`config.mk`:
```
export PLATFORM = sky130hd
export DESIGN_NAME = fan_tach_meter
export DESIGN_NICKNAME = d
export VERILOG_FILES = /design/src/rtl/tach_pkg.sv /design/src/rtl/tach_chan_ctrl.sv /design/src/rtl/tach_chan_dpath.sv /design/src/rtl/fan_tach_meter.sv
export SDC_FILE = /design/constraint.sdc
export NUM_CORES = 1
export LEC_CHECK = 0
export BUFFER_PORTS_ARGS = -buffer_cell sky130_fd_sc_hd__buf_2
export CORE_MARGIN = 3
export CORE_UTILIZATION = 50
export CTS_BUF_LIST = sky130_fd_sc_hd__clkbuf_16
export DETAILED_ROUTE_END_ITERATION = 16
export PLACE_DENSITY = 0.66
export SYNTH_ARGS = -nofsm -noshare
export SYNTH_HDL_FRONTEND = slang
export SYNTH_SLANG_ARGS = --single-unit
```
`constraint.sdc`:
```
create_clock -name clk -period 2.6 [get_ports clk]
set_input_delay 0 -clock clk [delete_from_list [all_inputs] [get_ports clk]]
set_output_delay 0 -clock clk [all_outputs]
set_load 0.02 [all_outputs]
```
`src/rtl/tach_pkg.sv`:
```
package tach_pkg;
  localparam int RESULT_W = 16;

  typedef struct packed {
    logic clrCnt;    // restart counter (loads current tick)
    logic incCnt;    // advance counter by one
    logic latchCnt;  // store counter as reading
    logic latchSat;  // store all ones as reading
  } tachStrobe_t;
endpackage

```
`src/rtl/tach_chan_ctrl.sv`:
```
module tach_chan_ctrl
  import tach_pkg::*;
#(
  parameter int DEB_CYC = 8,
  parameter int PCNT_W  = 3
) (
  input  logic              clk,
  input  logic              rstN,
  input  logic              tachPin,
  input  logic              chanDisable,
  input  logic              tick,
  input  logic [PCNT_W-1:0] measPulses,
  input  logic              cntFull,
  output tachStrobe_t       stb
);
  localparam int DEB_W = $clog2(DEB_CYC) + 1;
  localparam logic [DEB_W-1:0] DEB_LAST = DEB_W'(DEB_CYC - 1);

  logic [1:0]        syncQ;
  logic              filtQ;
  logic              filtPrevQ;
  logic [DEB_W-1:0]  debCntQ;
  logic              startedQ, startedD;
  logic [PCNT_W-1:0] seenQ, seenD;
  logic              riseEdge;
  logic [PCNT_W:0]   edgesGoal;

  // two-flop synchroniser and persistence filter
  always_ff @(posedge clk or negedge rstN) begin
    if (!rstN) begin
      syncQ     <= '0;
      filtQ     <= 1'b0;
      filtPrevQ <= 1'b0;
      debCntQ   <= '0;
    end else begin
      syncQ     <= {syncQ[0], tachPin};
      filtPrevQ <= filtQ;
      if (syncQ[1] == filtQ) begin
        debCntQ <= '0;
      end else if (debCntQ == DEB_LAST) begin
        filtQ   <= syncQ[1];
        debCntQ <= '0;
      end else begin
        debCntQ <= debCntQ + 1'b1;
      end
    end
  end

  assign riseEdge  = filtQ & ~filtPrevQ;
  assign edgesGoal = (measPulses < PCNT_W'(2)) ? (PCNT_W+1)'(2) : {1'b0, measPulses};

  always_comb begin
    stb      = '0;
    startedD = startedQ;
    seenD    = seenQ;
    if (chanDisable || cntFull) begin
      stb.latchSat = 1'b1;
      stb.clrCnt   = 1'b1;
      startedD     = 1'b0;
      seenD        = '0;
    end else if (riseEdge) begin
      if (!startedQ) begin
        stb.clrCnt = 1'b1;
        startedD   = 1'b1;
        seenD      = '0;
      end else if (({1'b0, seenQ} + (PCNT_W+1)'(2)) >= edgesGoal) begin
        stb.latchCnt = 1'b1;
        stb.clrCnt   = 1'b1;
        seenD        = '0;
      end else begin
        seenD      = seenQ + 1'b1;
        stb.incCnt = tick;
      end
    end else begin
      stb.incCnt = tick;
    end
  end

  always_ff @(posedge clk or negedge rstN) begin
    if (!rstN) begin
      startedQ <= 1'b0;
      seenQ    <= '0;
    end else begin
      startedQ <= startedD;
      seenQ    <= seenD;
    end
  end

  AST_DEB_FILTER: assert property (@(posedge clk) disable iff (!rstN)
    (filtQ != $past(filtQ)) |-> ($past(syncQ[1]) == filtQ));

endmodule

```
`src/rtl/tach_chan_dpath.sv`:
```
module tach_chan_dpath
  import tach_pkg::*;
(
  input  logic                clk,
  input  logic                rstN,
  input  logic                tick,
  input  tachStrobe_t         stb,
  input  logic                rdLo,
  input  logic                rdHi,
  output logic                cntFull,
  output logic [RESULT_W-1:0] liveOut,
  output logic [RESULT_W-1:0] viewOut
);
  logic [RESULT_W-1:0] cntQ;
  logic [RESULT_W-1:0] resultQ;
  logic [RESULT_W-1:0] heldQ;
  logic                frozenQ;

  assign cntFull = (cntQ == '1);

  // saturating tick counter
  always_ff @(posedge clk or negedge rstN) begin
    if (!rstN) begin
      cntQ <= '0;
    end else if (stb.clrCnt) begin
      cntQ <= {{(RESULT_W-1){1'b0}}, tick};
    end else if (stb.incCnt && !cntFull) begin
      cntQ <= cntQ + 1'b1;
    end
  end

  // reading register, zero until first result
  always_ff @(posedge clk or negedge rstN) begin
    if (!rstN) begin
      resultQ <= '0;
    end else if (stb.latchSat) begin
      resultQ <= '1;
    end else if (stb.latchCnt) begin
      resultQ <= cntQ;
    end
  end

  // host view freeze: low read captures, high read releases
  always_ff @(posedge clk or negedge rstN) begin
    if (!rstN) begin
      heldQ   <= '0;
      frozenQ <= 1'b0;
    end else if (rdHi) begin
      frozenQ <= 1'b0;
    end else if (rdLo && !frozenQ) begin
      heldQ   <= resultQ;
      frozenQ <= 1'b1;
    end
  end

  assign liveOut = resultQ;
  assign viewOut = frozenQ ? heldQ : resultQ;

  AST_NO_WRAP: assert property (@(posedge clk) disable iff (!rstN)
    (cntQ == '1) |=> ((cntQ == '1) || (cntQ <= RESULT_W'(1))));

  AST_FROZEN_STABLE: assert property (@(posedge clk) disable iff (!rstN)
    (frozenQ && !rdHi) |=> $stable(viewOut));

endmodule

```
`src/rtl/fan_tach_meter.sv`:
```
module fan_tach_meter
  import tach_pkg::*;
#(
  parameter int NUM_CH   = 4,
  parameter int TICK_DIV = 1111,
  parameter int DEB_CYC  = 8,
  parameter int PCNT_W   = 3,
  localparam int CH_W    = (NUM_CH > 1) ? $clog2(NUM_CH) : 1,
  localparam int ADDR_W  = CH_W + 1
) (
  input  logic              clk,
  input  logic              rstN,
  input  logic [NUM_CH-1:0] tachIn,
  input  logic [NUM_CH-1:0] chanDisable,
  input  logic [PCNT_W-1:0] measPulses,
  input  logic              regRead,
  input  logic [ADDR_W-1:0] regAddr,
  output logic [7:0]        regRdata
);
  logic                tick;
  logic [CH_W-1:0]     selCh;
  logic                hiSel;
  logic [RESULT_W-1:0] selView;
  logic [RESULT_W-1:0] viewArr [NUM_CH];
  logic [RESULT_W-1:0] liveArr [NUM_CH];

  // time base
  generate
    if (TICK_DIV <= 1) begin : g_tickAlways
      assign tick = 1'b1;
    end else begin : g_tickDiv
      localparam int DIV_W = $clog2(TICK_DIV);
      logic [DIV_W-1:0] divCntQ;
      assign tick = (divCntQ == DIV_W'(TICK_DIV - 1));
      always_ff @(posedge clk or negedge rstN) begin
        if (!rstN)     divCntQ <= '0;
        else if (tick) divCntQ <= '0;
        else           divCntQ <= divCntQ + 1'b1;
      end
      AST_TICK_SPACING: assert property (@(posedge clk) disable iff (!rstN)
        tick |=> !tick);
    end
  endgenerate

  assign selCh = regAddr[ADDR_W-1:1];
  assign hiSel = regAddr[0];

  generate
    for (genvar i = 0; i < NUM_CH; i++) begin : g_chan
      tachStrobe_t stb;
      logic        cntFull;
      logic        rdLo, rdHi;

      assign rdLo = regRead && !hiSel && (selCh == CH_W'(i));
      assign rdHi = regRead &&  hiSel && (selCh == CH_W'(i));

      tach_chan_ctrl #(.DEB_CYC(DEB_CYC), .PCNT_W(PCNT_W)) u_ctrl (
        .clk(clk), .rstN(rstN), .tachPin(tachIn[i]), .chanDisable(chanDisable[i]),
        .tick(tick), .measPulses(measPulses), .cntFull(cntFull), .stb(stb)
      );

      tach_chan_dpath u_dpath (
        .clk(clk), .rstN(rstN), .tick(tick), .stb(stb), .rdLo(rdLo), .rdHi(rdHi),
        .cntFull(cntFull), .liveOut(liveArr[i]), .viewOut(viewArr[i])
      );

      AST_DISABLE_SAT: assert property (@(posedge clk) disable iff (!rstN)
        chanDisable[i] |=> (liveArr[i] == '1));
    end
  endgenerate

  always_comb begin
    selView = '0;
    for (int c = 0; c < NUM_CH; c++) begin
      if (selCh == CH_W'(c)) selView = viewArr[c];
    end
  end

  always_ff @(posedge clk or negedge rstN) begin
    if (!rstN)        regRdata <= '0;
    else if (regRead) regRdata <= hiSel ? selView[15:8] : selView[7:0];
  end

endmodule

```
# ---- Word level (Yosys, flattened, before mapping)
# Index checks and enable logic that the tools add are counted.
dict set report totals {
  register_bits 263
  wordCells 259
}
dict set report op_classes {
  add_sub_neg 17
  order_cmp 5
  n_eq_ne 16
  n_mux 107
  n_bitwise 16
  n_reduce_logical 56
}
# cell count
set ops {}
lappend ops {{two-way mux 16 bit} 24}
lappend ops {{adder 16 x 1 -> 16 bit (second input constant)} 4}
lappend ops {{equality test 16 bit (second input constant)} 4}
lappend ops {{two-way mux 3 bit} 17}
lappend ops {{two-way mux 1 bit} 48}
lappend ops {{two-way mux 4 bit} 8}
lappend ops {{nonzero test 2 bit} 16}
lappend ops {{logical AND 1 bit} 18}
lappend ops {{adder 3 x 2 -> 4 bit (second input constant)} 4}
lappend ops {{adder 4 x 1 -> 4 bit (second input constant)} 4}
lappend ops {{equality test 4 x 3 -> 1 bit (second input constant)} 4}
lappend ops {{two-way mux 2 bit} 8}
lappend ops {{AND reduction 2 bit} 8}
lappend ops {{adder 3 x 1 -> 3 bit (second input constant)} 4}
lappend ops {{NOT 1 bit} 12}
lappend ops {{adder 11 x 1 -> 11 bit (second input constant)} 1}
lappend ops {{equality test 11 bit (second input constant)} 1}
lappend ops {{two-way mux 11 bit} 1}
lappend ops {{zero test 1 bit} 9}
lappend ops {{>= comparator 4 x 3 -> 1 bit} 2}
lappend ops {{>= comparator 4 bit} 2}
lappend ops {{two-way mux 8 bit} 1}
lappend ops {{bitwise AND 1 bit} 4}
lappend ops {{equality test 1 bit} 4}
lappend ops {{5 further kinds} 9}

# ---- Longest topological paths before layout
dict set report depth {
  word_depth 10
  mapped_depth 10
}

# ---- By module
# From an unflattened synthesis, not the netlist that was laid out.
dict set report unflattened {
  cells_unflattened 1195
  area_unflattened_um2 13513.0
}
# module instances cells_per_inst area_per_inst_um2
set modules_own_cells {}
lappend modules_own_cells {{tach_chan_dpath (g_chan[0].u_dpath ...)} 3 204 2372.3}
lappend modules_own_cells {tach_chan_ctrl 4 55 631.9}
lappend modules_own_cells {{tach_chan_dpath (g_chan[3].u_dpath)} 1 205 2417.3}
lappend modules_own_cells {fan_tach_meter 1 158 1451.4}

# ---- Least setup slack after synthesis
# Ideal clock, no wire load.
dict set report synth_path {
  path_kind {reg-to-reg}
  start {reg g_chan[3].u_ctrl.seenQ[1]}
  end {reg g_chan[3].u_dpath.resultQ[10]}
  setup_time_ns 0.134
  arrival_ns 2.047
  required_time_ns 2.466
  slack_ns 0.419
  path_stages_with_launch 8
  path_buffers 1
  synth_period_minus_slack_ns 2.181
  cell_sequence {dfrtp_1 > fa_1 > nor2b_1 > o211ai_1 > nor2_2 > buf_6 > mux2i_1 > nand2_1}
}
dict set report synth_between {
  elab_chain_cells 7
}
# item line
set synth_rtl {}
lappend synth_rtl {{start: declaration} tach_chan_ctrl.sv:24} ;# logic [PCNT_W-1:0] seenQ, seenD;
lappend synth_rtl {{start signal: assignment} tach_chan_ctrl.sv:85} ;# seenQ <= seenD;
lappend synth_rtl {{adder 3 x 2 -> 4 bit} tach_chan_ctrl.sv:66} ;# end else if (({1'b0, seenQ} + (PCNT_W+1)'(2)) >= edgesGoal) begin
lappend synth_rtl {{>= comparator 4 x 3 -> 1 bit} tach_chan_ctrl.sv:66}
lappend synth_rtl {{two-way mux 1 bit} tach_chan_ctrl.sv:66}
lappend synth_rtl {{two-way mux 2 bit} tach_chan_ctrl.sv:62} ;# if (!startedQ) begin
lappend synth_rtl {{two-way mux 1 bit} tach_chan_ctrl.sv:61} ;# end else if (riseEdge) begin
lappend synth_rtl {{two-way mux 2 bit} tach_chan_ctrl.sv:56} ;# if (chanDisable || cntFull) begin
lappend synth_rtl {{nonzero test 2 bit (no source line)} --}
lappend synth_rtl {{end signal: assignment} tach_chan_dpath.sv:39} ;# resultQ <= cntQ;
lappend synth_rtl {{end: declaration} tach_chan_dpath.sv:15} ;# logic [RESULT_W-1:0] resultQ;
# Every way passes these cells.
# A chain may end at the register's enable or synchronous reset.

# ---- Final worst setup path
dict set report layout_path {
  start {reg g_chan[0].u_ctrl.seenQ[1]}
  end {reg g_chan[0].u_dpath.cntQ[0]}
}
dict set report layout_between {
  elab_chain_cells 8
}
# item line
set layout_rtl {}
lappend layout_rtl {{start: declaration} tach_chan_ctrl.sv:24}
lappend layout_rtl {{start signal: assignment} tach_chan_ctrl.sv:85}
lappend layout_rtl {{adder 3 x 2 -> 4 bit (*)} tach_chan_ctrl.sv:66}
lappend layout_rtl {{>= comparator 4 bit (*)} tach_chan_ctrl.sv:66}
lappend layout_rtl {{two-way mux 1 bit} tach_chan_ctrl.sv:66}
lappend layout_rtl {{two-way mux 2 bit} tach_chan_ctrl.sv:62}
lappend layout_rtl {{two-way mux 1 bit} tach_chan_ctrl.sv:61}
lappend layout_rtl {{two-way mux 2 bit} tach_chan_ctrl.sv:56}
lappend layout_rtl {{logical AND 1 bit} tach_chan_dpath.sv:27} ;# end else if (stb.incCnt && !cntFull) begin
lappend layout_rtl {{nonzero test 2 bit (no source line)} --}
lappend layout_rtl {{end signal: assignment} tach_chan_dpath.sv:26} ;# cntQ <= {{(RESULT_W-1){1'b0}}, tick};
lappend layout_rtl {{end signal: assignment} tach_chan_dpath.sv:28} ;# cntQ <= cntQ + 1'b1;
lappend layout_rtl {{end: declaration} tach_chan_dpath.sv:14} ;# logic [RESULT_W-1:0] cntQ;
# Mark *: on every way between the ends. The rest lies on a longest branch, timed or not.

==> flow_summary.ini <==
[setup_path]
path_class = reg -> reg
worstSetupStartpoint = g_chan[0].u_ctrl.seenQ[1]
path_cells = inv_1 -> fa_1 -> nor2_1 -> a31oi_1 -> o21ai_2 -> nor2_1 -> xnor2_1
r2r_end = g_chan[0].u_dpath.cntQ[0]
critPathBufInv = 1
path_delay_family = compound AO/OA/AOI/OAI gates
crit_path_start_kind = register
cp.required_ps = 3010
r2r_setup_slack_ps = 380
r2r-start = g_chan[0].u_ctrl.seenQ[1]
path_common_cell = nor2_1
critical-path-max-stage-delay_ps = 560
cp-end-kind = register
cpMaxStageDelayCell = o21ai_2
ff2ff_path_depth = 7
path_max_fanout = 17
arrival_ps = 2630

[floorplanning]
num_io_pins = 25
core-area_sq_um = 25400
rows = 58
die_width_um = 168
die_h_um = 168
dieArea_sq_um = 28100
initial_core_util_pct = 51.4

[yosys]
yosysTopAreaCell = dfrtp_1
async_flop_share_pct = 100
yosys-top-cells-area = dfrtp_1 50%, mux2i_1 8.9%, mux2_2 6.1%
synthTopCellsByCount = 263 x dfrtp_1, 116 x mux2i_1, 113 x nand2_1
synth_ff_type = dfrtp_1
syn_area_sq_um = 13100
synth_most_common_cell = dfrtp_1
synth_top_area_share_pct = 50.4
synth_edf_count = 0
ys_seq_area_share_pct = 50.4
yosys_warnings = 0
synth_cells = 1146
syn_nets = 1193
ys_ff_latch = 263
synth.distinct_cells = 73
avgSynthCellArea_sq_um = 11.4

[power_and_ir_drop]
ir_worst_vdd_mv = 0.687
powerDensity_nw_per_um2 = 715
leakagePower_nw = 6.10

[clocking]
cts_tree = done
cts.clk_slew.worst_paths_ps = 60
numCtsBuffers = 28
cts_num_sinks = 263
clockRootBuffer = clkbuf_16
clk_path_buf_depth = 3
clk_latency_ps = 540
cts-resized-gates = 0
htree_levels = 1

[detailed_routing]
routed_wirelength_mm = 28.1
drtIter0Drc = 466
wl_per_cell_um = 18.1
drcViolationCount = 0
vias = 8727
drtPass1Iterations = 5
ant_nets = 0
viasPerCell = 5.63

[cells_and_area]
nNetsFinal = 1246
drive_gt1_share_pct = 18.4
num-fill-cells = 2169
post-route-util_pct = 57.8
area_delta_synth_final_pct = 12.5
final_cells = 1551
antennaDiodeCount = 0
fin_area_sq_um = 14700

[place]
placed_area_sq_um = 13600
routabilityCongestion = 0.816
dp_cells = 1488
dp_hpwl_mm = 19.8
io_buffers = 24

[sta]
finalSetupViolCount = 0
timing.fmax_mhz = 450
fin_hold_ws_ps = 17.8
fin_tns_setup_ps = 0
relSlewSlack_pct = 44.3
final_max_slew_viol_count = 0
finalHoldViolCount = 0
fin_crit_sh_pct = 85.4
rsz0062_at_grt = false
tightest_slew_ps = 834
clock-skew-final_ps = 9.22
period_minus_slack_ps = 2220

[outcome]
status = finished, final reports clean

[run]
maxCapViolCount = 0

[global_route]
overflow = 0
grt_pass1_wl_mm = 47.0
grtUsageTotal_pct = 20.4
antenna_found_initial = 0
grt_max_degree = 73
grt_pass1_vias = 8644

[min_path]
worstHoldPathType = in -> async
==> cell usage in the layout, fill, tap and decap left out, types with 7 or more instances in the layout <==
cell type        n
a21boi_0         9
nor3_1          18
dfrtp_1        263
and3_1           9
nor2_1          94
clkbuf_16       29
xor2_1          36
o21ai_0         13
nor2b_1         15
nand2b_1        13
nor4_2           7
buf_2           23
o211ai_1         9
mux2i_1        116
buf_4           31
mux2_2          71
nand4_1         23
clkinv_2        10
and4_1           9
xnor2_1         34
ha_1            26
nand3_1         42
a21oi_1         37
inv_1           23
dlygate4sd3_1   11
a211oi_1         9
nand2_1        113
==> timing repair <==
item | CTS | global route
hold endpoints to repair | 345 | 0
buffers inserted | 0 | 0
hold buffers | 11 | 0
==> layout make-up <==
| class | instances | area [sq um] | area share, % |
|---|---|---|---|
| flip-flops and latches | 263 | 6580 | 44.8 |
| multi-input cells | 814 | 6130 | 41.7 |
| clock buffers | 29 | 726 | 4.94 |
| repair buffers | 69 | 533 | 3.63 |
| well taps | 330 | 413 | 2.81 |
| clock inverters | 23 | 219 | 1.49 |
| inverters | 23 | 86.3 | 0.588 |
==> flip-flops by register name, indices dropped and copies added (netlist names), 8 cells and up <==
register,count
g_chan.u_dpath.heldQ,64
g_chan.u_ctrl.syncQ,8
g_tickDiv.divCntQ,11
regRdata,8
g_chan.u_dpath.cntQ,64
g_chan.u_ctrl.debCntQ,16
g_chan.u_ctrl.seenQ,12
g_chan.u_dpath.liveOut,64
==> power by group <==
group / total (mW) / leakage [nW] / internal, mW / switching [mW]
clock network: 4.08 / 0.465 / 2.42 / 1.66
logic: 1.51 / 2.61 / 0.709 / 0.805
registers: 4.91 / 3.02 / 4.56 / 0.344
total: 10.5 / 6.10 / 7.69 / 2.81
==> metal layers <==
layer | global-route usage [%] | vias to the layer above | share of wire (%)
met3 | 2.83 | 31 | 3.7
met2 | 32.4 | 139 | 46
met5 | 0 | - | 0
met1 | 30.6 | 4377 | 49
met4 | 3.63 | 0 | 1.5
li1 | - | 4180 | -
==> metrics by stage <==
stage          total power, mW  setup WS, ps
4_1_cts                   10.6           351
6_report                  10.5           380
3_3_place_gp              6.45           419
2_1_floorplan             5.99           419
3_5_place_dp              6.50           381
5_1_grt                   11.0           156
==> logic make-up (layout without fill, tap and decap cells) <==
family / after synthesis / count (layout) / synth area share, %
AND/OR/NAND/NOR: 397 / 397 / 17.0
flip-flops: 263 / 263 / 50.4
multiplexers: 190 / 190 / 15.5
AO/OA/AOI/OAI: 127 / 127 / 6.60
XOR/XNOR: 70 / 70 / 4.69
buffers and inverters: 69 / 144 / 2.72
adder cells (fa/ha/maj): 30 / 30 / 3.10
==> worst max path at each step <==
stage | slack (ps) | to | cells after the start
after floorplan | 420 | g_chan[3].u_dpath.liveOut[10] | 7
after global placement | 420 | g_chan[0].u_dpath.cntQ[0] | 7
after detailed placement | 380 | g_chan[2].u_dpath.cntQ[0] | 7
after CTS | 350 | g_chan[2].u_dpath.cntQ[0] | 7
after global routing | 160 | g_chan[2].u_dpath.cntQ[0] | 7
final | 380 | g_chan[0].u_dpath.cntQ[0] | 7
(Power assumes the default switching activity.)
